===== src/rtl/lpm_pkg.sv =====
package lpm_pkg;
  typedef enum logic [1:0] {
    LP_RUN  = 2'd0,
    LP_IDLE = 2'd1,
    LP_STOP = 2'd2,
    LP_WARM = 2'd3
  } lp_state_t;

  localparam int          KEY_W    = 8;
  localparam logic [7:0]  KEY_OPEN = 8'hC1;
  localparam logic [1:0]  SB_DEEP  = 2'b01;
  localparam int          SB_W     = 2;

  localparam int ADR_KEY   = 0;
  localparam int ADR_SBY   = 1;
  localparam int ADR_PCLK  = 2;
endpackage


===== src/rtl/lpm_regs.sv =====
module lpm_regs
  import lpm_pkg::*;
#(
  parameter int DATA_W = 32,
  parameter int ADDR_W = 2,
  parameter int PCLK_W = 8
) (
  input  logic              clk,
  input  logic              rst,
  input  logic              wr_en,
  input  logic [ADDR_W-1:0] wr_addr,
  input  logic [DATA_W-1:0] wr_data,
  input  logic [ADDR_W-1:0] rd_addr,
  output logic [DATA_W-1:0] rd_data,
  output logic [SB_W-1:0]   standby,
  output logic [PCLK_W-1:0] periph_en
);
  localparam int KEY_PAD  = DATA_W - KEY_W;
  localparam int SB_PAD   = DATA_W - SB_W;
  localparam int PCLK_PAD = DATA_W - PCLK_W;

  logic [KEY_W-1:0] key_q;
  logic             open_q;
  logic             hit_key, hit_sby, hit_pclk;

  assign open_q   = (key_q == KEY_OPEN);
  assign hit_key  = wr_en && (wr_addr == ADDR_W'(ADR_KEY));
  assign hit_sby  = wr_en && (wr_addr == ADDR_W'(ADR_SBY));
  assign hit_pclk = wr_en && (wr_addr == ADDR_W'(ADR_PCLK));

  always_ff @(posedge clk) begin
    if (rst) begin
      key_q     <= KEY_OPEN;
      standby   <= '0;
      periph_en <= '0;
    end else begin
      if (hit_key)            key_q     <= wr_data[KEY_W-1:0];
      if (hit_sby  && open_q) standby   <= wr_data[SB_W-1:0];
      if (hit_pclk && open_q) periph_en <= wr_data[PCLK_W-1:0];
    end
  end

  always_ff @(posedge clk) begin
    if (rst) begin
      rd_data <= '0;
    end else begin
      unique case (int'(rd_addr))
        ADR_KEY:  rd_data <= {{KEY_PAD{1'b0}}, key_q};
        ADR_SBY:  rd_data <= {{SB_PAD{1'b0}}, standby};
        ADR_PCLK: rd_data <= {{PCLK_PAD{1'b0}}, periph_en};
        default:  rd_data <= '0;
      endcase
    end
  end

  AST_KEY_ALWAYS_WRITES: assert property (@(posedge clk) disable iff (rst)
    hit_key |=> (key_q == $past(wr_data[KEY_W-1:0])));
  AST_LOCKED_SBY_STABLE: assert property (@(posedge clk) disable iff (rst)
    (hit_sby && !open_q) |=> $stable(standby));
  AST_LOCKED_PCLK_STABLE: assert property (@(posedge clk) disable iff (rst)
    (hit_pclk && !open_q) |=> $stable(periph_en));
endmodule


===== src/rtl/lpm_fsm.sv =====
module lpm_fsm
  import lpm_pkg::*;
(
  input  logic            clk,
  input  logic            rst,
  input  logic            wfi,
  input  logic            irq,
  input  logic            nmi,
  input  logic            warmup_done,
  input  logic [SB_W-1:0] standby,
  output logic            cpu_clk_en,
  output logic            sys_clk_en,
  output logic            warmup_req
);
  lp_state_t state, nxt;
  logic      wake;

  assign wake = irq || nmi;

  always_comb begin
    nxt = state;
    unique case (state)
      LP_RUN:  if (wfi && !wake) nxt = (standby == SB_DEEP) ? LP_STOP : LP_IDLE;
      LP_IDLE: if (wake)         nxt = LP_RUN;
      LP_STOP: if (wake)         nxt = LP_WARM;
      LP_WARM: if (warmup_done)  nxt = LP_RUN;
      default:                   nxt = LP_RUN;
    endcase
  end

  always_ff @(posedge clk) begin
    if (rst) begin
      state      <= LP_RUN;
      cpu_clk_en <= 1'b1;
      sys_clk_en <= 1'b1;
      warmup_req <= 1'b0;
    end else begin
      state      <= nxt;
      cpu_clk_en <= (nxt == LP_RUN);
      sys_clk_en <= (nxt == LP_RUN) || (nxt == LP_IDLE);
      warmup_req <= (nxt == LP_WARM);
    end
  end

  AST_CPU_NEEDS_SYS: assert property (@(posedge clk) disable iff (rst)
    cpu_clk_en |-> sys_clk_en);
  AST_IDLE_ENTRY: assert property (@(posedge clk) disable iff (rst)
    (state == LP_RUN && wfi && !wake && standby != SB_DEEP) |=> (!cpu_clk_en && sys_clk_en));
  AST_IDLE_EXIT: assert property (@(posedge clk) disable iff (rst)
    (state == LP_IDLE && wake) |=> cpu_clk_en);
  AST_STOP_WAKE: assert property (@(posedge clk) disable iff (rst)
    (state == LP_STOP && wake) |=> (warmup_req && !sys_clk_en));
  AST_WARM_HOLD: assert property (@(posedge clk) disable iff (rst)
    (state == LP_WARM && !warmup_done) |=> (warmup_req && !cpu_clk_en));
  AST_PENDING_WAKE: assert property (@(posedge clk) disable iff (rst)
    (state == LP_RUN && wfi && wake) |=> cpu_clk_en);
  AST_RESET_RUN: assert property (@(posedge clk)
    $past(rst) |-> (cpu_clk_en && sys_clk_en && !warmup_req));
endmodule


===== src/rtl/lpm_ctrl.sv =====
module lpm_ctrl
  import lpm_pkg::*;
#(
  parameter int DATA_W = 32,
  parameter int ADDR_W = 2,
  parameter int PCLK_W = 8
) (
  input  logic              clk,
  input  logic              rst,
  input  logic              wr_en,
  input  logic [ADDR_W-1:0] wr_addr,
  input  logic [DATA_W-1:0] wr_data,
  input  logic [ADDR_W-1:0] rd_addr,
  output logic [DATA_W-1:0] rd_data,
  input  logic              wfi,
  input  logic              irq,
  input  logic              nmi,
  input  logic              warmup_done,
  output logic              cpu_clk_en,
  output logic              sys_clk_en,
  output logic              warmup_req,
  output logic [PCLK_W-1:0] periph_clk_en
);
  logic [SB_W-1:0] standby;

  lpm_regs #(.DATA_W(DATA_W), .ADDR_W(ADDR_W), .PCLK_W(PCLK_W)) u_regs (
    .clk       (clk),
    .rst       (rst),
    .wr_en     (wr_en),
    .wr_addr   (wr_addr),
    .wr_data   (wr_data),
    .rd_addr   (rd_addr),
    .rd_data   (rd_data),
    .standby   (standby),
    .periph_en (periph_clk_en)
  );

  lpm_fsm u_fsm (
    .clk         (clk),
    .rst         (rst),
    .wfi         (wfi),
    .irq         (irq),
    .nmi         (nmi),
    .warmup_done (warmup_done),
    .standby     (standby),
    .cpu_clk_en  (cpu_clk_en),
    .sys_clk_en  (sys_clk_en),
    .warmup_req  (warmup_req)
  );
endmodule


===== config.mk =====
export PLATFORM = sky130hd
export DESIGN_NAME = lpm_ctrl
export DESIGN_NICKNAME = d
export VERILOG_FILES = /design/src/rtl/lpm_pkg.sv /design/src/rtl/lpm_regs.sv /design/src/rtl/lpm_fsm.sv /design/src/rtl/lpm_ctrl.sv
export SDC_FILE = /design/constraint.sdc
export NUM_CORES = 1
export LEC_CHECK = 0
export CORE_ASPECT_RATIO = 1.5
export CORE_MARGIN = 4
export CORE_UTILIZATION = 38
export CTS_CLUSTER_DIAMETER = 60
export DETAILED_ROUTE_END_ITERATION = 10
export PLACE_DENSITY = 0.81
export SLEW_MARGIN = 20
export SYNTH_ARGS = -nofsm -noshare
export SYNTH_HDL_FRONTEND = slang
export SYNTH_SLANG_ARGS = --single-unit

===== constraint.sdc =====
create_clock -name clk -period 2 [get_ports clk]
set_input_delay 0.3 -clock clk [delete_from_list [all_inputs] [get_ports clk]]
set_output_delay 0.3 -clock clk [all_outputs]
set_load 0.01 [all_outputs]

# Word-level counts from Yosys, hierarchy flattened
# Index checks and enable logic that the tools add are counted.
# totals
regBits	55
output_inout_bits	43
# op_classes
n_eq_ne	11
mux	7
n_reduce_logical	13
# op_table
cell	count
one-hot mux 8 bit (3 select lines)	1
equality test 2 x 1 -> 1 bit, second input constant	5
equality test 2 bit, second input constant	5
2-to-1 mux 2 bit	5
equality test 8 bit, second input constant	1
zero test 2 bit	4
one-hot mux 2 bit (4 select lines)	1
logical AND 1 bit	6
logical OR 1 bit	2
zero test 1 bit	1

# Longest topological paths before layout
# Gate-level depths: netlist of the first run.
# logic_depth
depth_word	7
ltp_mapped	4
depth_no_buf	3

# Cells and area by module
# A second synthesis of the first run with hierarchy kept.
# hier_totals
hier_cells	151
hier_area_um2	1461.4
# modules_own_cells
mod	n_inst	cells_per_inst	area_each_um2	seq_area_each_um2
lpm_regs	1	130	1263.7	520.5
lpm_fsm	1	21	197.7	100.1

# Worst setup path after synthesis of the first run
# Ideal clock, no wire load.
# synth_timing
path_kind	reg2reg
startpoint	reg u_regs.key_q[3]
endpoint	reg u_regs.standby[0]
arrival_ps	1505
setup_slack_ps	377
stages_incl_launch_ff	4
n_path_buf	0
synth_period_minus_slack_ps	1623
path_cell_list	dfxtp_1 or4b_4 or4_4 mux2i_1
# synth_via
elab_chain_len	2
# synth_lines
element	line	source
start: declaration	lpm_regs.sv:22	logic [KEY_W-1:0] key_q;
start signal: assignment	lpm_regs.sv:37	if (hit_key) key_q <= wr_data[KEY_W-1:0];
equality test 8 bit	lpm_regs.sv:26	assign open_q = (key_q == KEY_OPEN);
logical AND 1 bit	lpm_regs.sv:38	if (hit_sby && open_q) standby <= wr_data[SB_W-1:0];
end signal: assignment	lpm_regs.sv:38	
end: declaration	lpm_regs.sv:15	output logic [SB_W-1:0] standby,
# Every way passes these cells.
# A chain may end at the register's enable or synchronous reset.

# Worst setup path in the final report of the first run
# Same ends and word-level chain as after synthesis.

==> results by group, run 1 <==
Timing
  – Setup TNS: 0 ps
  – Max frequency: 588 MHz
  – Post-layout min period: 1700 ps
  – Post-Route Skew: 4.38 ps
  – Final Setup Violations: 0
  – Worst hold slack: 480 ps
  – Max-slew violations: 0
  – Final WS setup: 299 ps
  – Fin. Hold Viols: 0
  – RSZ-0062 raised after global routing: no
  – Worst slew pin tran: 499 ps
  – Slew margin rel.: 0.664
  – Tcrit/Tclk final: 0.850

Cells and area
  – Most frequent cells in the layout: clkdlybuf4s50_1, dfxtp_1, mux2i_1, conb_1, nand2b_1
  – Share of cells above drive strength 1: 0.0984
  – Antenna cells: 0
  – Fillers: 356
  – Commonest non-fill, non-tap cell in the layout: clkdlybuf4s50_1
  – Synth-to-layout area growth: 30.5%
  – Layout Nets: 235

Critical path
  – Critical R2R Launch: u_regs.key_q[3]
  – Crit path largest cell delay: 580 ps
  – Critical path's slowest cell: or4b_4
  – Crit-path leading delay family: simple AND/OR/NAND/NOR gates
  – CP endpoint: u_regs.standby[0]
  – Number of cells on the critical path: 3
  – Worst Setup SP: u_regs.key_q[3]
  – Reg-to-reg endpoint: u_regs.standby[0]
  – Crit-path max FO: 3
  – WS Path Type: register to register
  – Crit path capture type: register
  – Worst Path Buf+Inv: 0
  – Startpoint Class: register
  – Critical-path cell list: or4b_4 -> or4_4 -> mux2i_1
  – CP arrival: 1870 ps
  – Worst-case reg-to-reg path depth: 3
  – R2R Setup Slk: 300 ps
  – Worst Path Required: 2170 ps

Global routing
  – Initial antenna violation count: 0
  – Overall global routing resource usage: 0.129
  – GRT Max-Usage Layer: met2
  – Vias in the first global route: 1071
  – Grt total ovfl: 0
  – GRT met2 Usage: 0.231
  – M3 GR Usage: 0.0385
  – First-pass GRT wire length: 4.73 mm
  – Met1 Usage GRT: 0.125
  – Largest net degree at the start of global routing: 21

Logic synthesis
  – Mapped Cells: 151
  – #FFs+latches synth: 31
  – Synth unique cells: 25
  – Yosys warning total: 0
  – Avg Synthesized Cell Area: 9.79 um2
  – Sequential-to-total area share from yosys stat: 0.420
  – Post-Syn Area: 0.00148 mm2

Pwr
  – Tot Pwr: 0.00136 W
  – Clock network power share: 0.386
  – Int Pwr: 0.00105 W
  – Leak: 0.763 nW
  – Psw: 0.000310 W
  – Combinational power share: 0.137
  – Switching share of power: 0.228
  – Max VDD drop: 0.000436 V
  – Sequential Power Share: 0.477
  – PwrDens: 705 mW/mm2

Flow run
  – Max_cap viols: 0

CTS
  – # hold bufs at CTS: 0
  – Clock Tree Buf Depth: 2
  – Clock latency on the worst-skew pair: 280 ps
  – CTS tree: yes
  – Clk sink count: 31
  – Clock Root Buffer: clkbuf_8
  – Htree depth: 2
  – Postcts setup bufs: 0
  – CTS Buf Count: 5
  – CTS clock-pin slew for the worst setup and hold paths: 60 ps
  – Cts repair resizes: 0

Route
  – Antenna Nets Post-Route: 0
  – First-iteration detailed-routing DRC count: 42
  – Drt via density: 4.65
  – Wirelength per Cell: 12.5 um
  – Residual DRC: 0
  – Final Routed Wirelength: 2.94 mm
  – DRT Pass-1 Iters: 4
  – Vias post-DR: 1097

Floorplan
  – Die area: 0.00497 mm2
  – Core area: 0.00372 mm2
  – Top Ports: 86
  – Die Ht: 84.4 um
  – Initial Utilization: 0.398
  – Die width: 58.9 um
  – Core Rows: 27

Placed design
  – Port Buffer Count: 37
  – Routability cong.: 0.778
  – Pre-CTS WS: 245 ps
  – Placed wire-length estimate: 2.24 mm

Worst hold path
  – WHS Path Cells: 2
  – Hold Path Class: register to register

Status
  – Status: completed
==> tightest hold or removal path: cells and delay by family (launching register included) <==
family | cells | cell delay [ps]
AOI/OAI and AO/OA | 1 | 50
DFF | 1 | 320
and+or+nand+nor | 1 | 60
==> worst min-delay path by stage <==
| stage | endpoint | from |
|---|---|---|
| after global routing | u_regs.rd_data[1] | u_regs.periph_en[1] |
| after floorplan | u_regs.key_q[0] | wr_data[0] |
| after CTS | u_regs.rd_data[1] | u_regs.periph_en[1] |
| final | u_regs.rd_data[1] | u_regs.periph_en[1] |
| after global placement | u_regs.rd_data[0] | u_regs.periph_en[0] |
| after detailed placement | u_regs.rd_data[0] | u_regs.periph_en[0] |
==> Yosys cell counts <==
master    instances  share of area
dfxtp_1          31           0.42
a21o_1            2          0.010
nand2b_1         14          0.059
nor2b_1           5          0.021
nand3_1           1         0.0034
a21boi_0          2          0.010
nor3_4            1          0.011
conb_1            1         0.0025
or4_4             1         0.0076
mux2i_1          24           0.16
a211oi_1          1         0.0051
or4bb_4           1          0.010
clkbuf_1          6          0.015
or4b_4            1         0.0093
nor4_1            1         0.0042
nor3b_1           1         0.0051
or2b_1            3          0.015
a21oi_1           5          0.017
a211o_1           3          0.018
buf_4            24           0.12
nor2_1           12          0.030
or2_2             3          0.013
nand2_1           5          0.013
or2b_2            1         0.0059
nand3b_1          2          0.010
==> layout make-up <==
type	count	area (um2)	share of cell area
Clock buffer	8	100	0.0519
Multi-Input combinational cell	113	742	0.385
Sequential cell	31	621	0.322
Tap cell	43	53.8	0.0279
Timing Repair Buffer	41	413	0.214
==> power by group through the flow <==
| stage | Clock (W) | Combinational (W) | Sequential (W) |
|---|---|---|---|
| floorplan | 0 | 0.000134 | 0.000664 |
| global placement | 0 | 0.000183 | 0.000661 |
| detailed placement | 0 | 0.000187 | 0.000662 |
| CTS | 0.000542 | 0.000188 | 0.000648 |
| global route | 0.000573 | 0.000202 | 0.000651 |
| finish | 0.000525 | 0.000187 | 0.000648 |
==> logic make-up (layout without fill, tap and decap cells) <==
logic type      after synthesis  after routing  synth area share
flops                        31             31             0.420
buf+inv                      30             49             0.137
simple gates                 52             52             0.218
other cells                   1             24           0.00254
compound gates               13             13            0.0601
mux                          24             24             0.162
==> metrics by stage <==
step	instance area [um2]	std cells	utilization
final	1930	236	0.519
after global routing	1930	236	0.519
after CTS	1930	236	0.519
after detailed placement	1830	228	0.492
after global placement	1830	228	0.492
after floorplan	1570	174	-
==> routing by layer <==
metal  vias to the layer above  part of all wire  routed length (um)
li1                        536                 -                   -
met1                       510              0.36                1050
met2                        45              0.54                1600
met3                         6             0.075                 221
met4                         0             0.026                  76
met5                         -                 0                   0
==> state kept, by name, summed over array words and instances (netlist names) <==
signal	cells
u_fsm.warmup_req	1
u_regs.rd_data	8
u_regs.standby	2
u_fsm.state	2
u_fsm.sys_clk_en	1
u_regs.key_q	8
u_regs.periph_en	8
u_fsm.cpu_clk_en	1
Note: power is estimated with default switching activity, not from simulation.
==> run 2: changes to the inputs <==
- CTS_CLUSTER_SIZE: not set -> 28
- GPL_TIMING_DRIVEN: not set -> 1
==> results of run 2 <==
Same layout as run 1: the final DEF is identical, and so are final timing and power.
==> run 3: changes to the inputs <==
- CORE_UTILIZATION: 38 -> 34
- PLACE_DENSITY: 0.81 -> 0.76
- clock period: 2 -> 1.5 ns (I/O delays scaled with it)
==> results by group, run 3 (same netlist as run 1, synthesis figures left out) <==
Cells and area
  – Layout Nets: 249
  – Commonest non-fill, non-tap cell in the layout: clkdlybuf4s50_1
  – Final Cell Area: 0.00202 mm2
  – Antenna cells: 0
  – Fillers: 419
  – Most frequent cells in the layout: clkdlybuf4s50_1, dfxtp_1, mux2i_1, conb_1, buf_4
  – FF/Latch Area: 622 um2
  – Share of cells above drive strength 1: 0.156
  – Multi-input gate area in the final layout: 742 um2
  – Synth-to-layout area growth: 36.3%
  – Biggest regs: u_regs.key_q (8), u_regs.periph_en (8), u_regs.rd_data (8)

CTS
  – CTS Buf Count: 5
  – Clk sink count: 31
  – Postcts setup bufs: 0
  – # hold bufs at CTS: 0
  – CTS clock-pin slew for the worst setup and hold paths: 60 ps
  – CTS tree: yes
  – Clock Root Buffer: clkbuf_8
  – Htree depth: 2
  – Clock latency on the worst-skew pair: 280 ps
  – Clock Tree Buf Depth: 2

Timing
  – RSZ-0062 raised after global routing: yes
  – Post-layout min period: 1610 ps
  – Tcrit/Tclk final: 1.08
  – Max-slew violations: 0
  – Max frequency: 619 MHz
  – Final WS setup: -114 ps
  – Fin. Hold Viols: 0
  – Post-Route Skew: 4.23 ps
  – Final Setup Violations: 10

Critical path
  – Crit path largest cell delay: 540 ps
  – Crit-path max FO: 2
  – Critical-path cell list: or4bb_4 -> or4_4 -> mux2i_1
  – Worst Path Buf+Inv: 0
  – Startpoint Class: register
  – WS Path Type: register to register
  – Worst-case reg-to-reg path depth: 3
  – Number of cells on the critical path: 3
  – Critical path's slowest cell: or4bb_4
  – Worst Path Required: 1660 ps
  – Crit path capture type: register
  – Crit-path leading delay family: simple AND/OR/NAND/NOR gates
  – CP arrival: 1780 ps
  – R2R Setup Slk: -110 ps

Pwr
  – Psw: 0.000410 W
  – Leak: 0.819 nW
  – Combinational power share: 0.162
  – Sequential Power Share: 0.501
  – Tot Pwr: 0.00172 W
  – Switching share of power: 0.238
  – PwrDens: 855 mW/mm2
  – Max VDD drop: 0.000597 V
  – Clock network power share: 0.338
  – Int Pwr: 0.00131 W

Global routing
  – Grt total ovfl: 0
  – Initial antenna violation count: 0
  – M3 GR Usage: 0.0365
  – GRT met2 Usage: 0.198
  – GRT Max-Usage Layer: met2
  – First-pass GRT wire length: 4.62 mm
  – Vias in the first global route: 1056
  – Overall global routing resource usage: 0.115
  – Met1 Usage GRT: 0.120
  – Largest net degree at the start of global routing: 16

Route
  – Drt via density: 4.46
  – DRT Pass-1 Iters: 4
  – Antenna Nets Post-Route: 0
  – Residual DRC: 0
  – First-iteration detailed-routing DRC count: 13
  – Final Routed Wirelength: 2.91 mm
  – Vias post-DR: 1120
  – Wirelength per Cell: 11.6 um

Status
  – Failing checks: setup timing
  – Status: finished, violations left

Floorplan
  – Initial Utilization: 0.351
  – Die area: 0.00549 mm2
  – Core area: 0.00421 mm2
  – Top Ports: 86
  – Core Rows: 29
  – Die width: 61.9 um
  – Die Ht: 88.8 um

Worst hold path
  – Hold Path Class: register to register
  – WHS Path Cells: 2

Placed design
  – Routability cong.: 0.741
  – Placed cell areas: 0.00194 mm2
  – Placed wire-length estimate: 2.30 mm
  – Port Buffer Count: 37

Flow run
  – Max_cap viols: 0
run 3: changes by cell type in the layout (fill, tap and decap cells not counted):
cell      delta
dfxtp_1      -1
buf_4       +13
buf_6        +1
dfxtp_2      +1
clkbuf_8     -2
run 3: layer usage:
metal	vias to the layer above	wire (um)
li1	563	-
met1	505	1110
met2	46	1490
met3	6	253
met4	0	59
met5	-	0
run 3: per-stage QoR:
stage / setup slack (ps) / utilization / instances / setup TNS, ps / hold slack, ps
final: -114 / 0.479 / 251 / -879 / 474
after global routing: -168 / 0.479 / 251 / -1450 / 492
after CTS: -124 / 0.479 / 251 / -1150 / 472
after detailed placement: -190 / 0.460 / 245 / -1650 / 458
after global placement: -172 / 0.460 / 245 / -1390 / 454
after floorplan: -123 / - / 174 / -608 / 343
run 3: power by group through the flow:
stage               clock [W]  sequential, W  combinational [W]
floorplan                   0       0.000885           0.000179
global placement            0       0.000879           0.000274
detailed placement          0       0.000880           0.000278
CTS                  0.000604       0.000862           0.000282
global route         0.000624       0.000865           0.000305
finish               0.000582       0.000862           0.000279
run 3: area by class of cell:
| type | instances | area share |
|---|---|---|
| multi-input cells | 113 | 0.368 |
| repair buffers | 55 | 0.259 |
| flip-flops and latches | 31 | 0.309 |
| well taps | 46 | 0.0286 |
| clock buffers | 6 | 0.0360 |
run 3: timing repair:
item	in CTS	in global routing
pin swaps	2	1
gates resized for setup	2	0
setup endpoints to repair	10	10
run 3: worst reg2reg max path, stage by stage (launching register included):
cell,delay [ps]
dfxtp_1,310
or4bb_4,540
or4_4,520
mux2i_1,140
run 3: final timing paths:
kind                                     startpoint                end
worst max-delay path                u_regs.key_q[1]  u_regs.standby[0]
worst max register to register      u_regs.key_q[1]  u_regs.standby[0]
worst min-delay path            u_regs.periph_en[0]  u_regs.rd_data[0]
worst min register to register  u_regs.periph_en[0]  u_regs.rd_data[0]
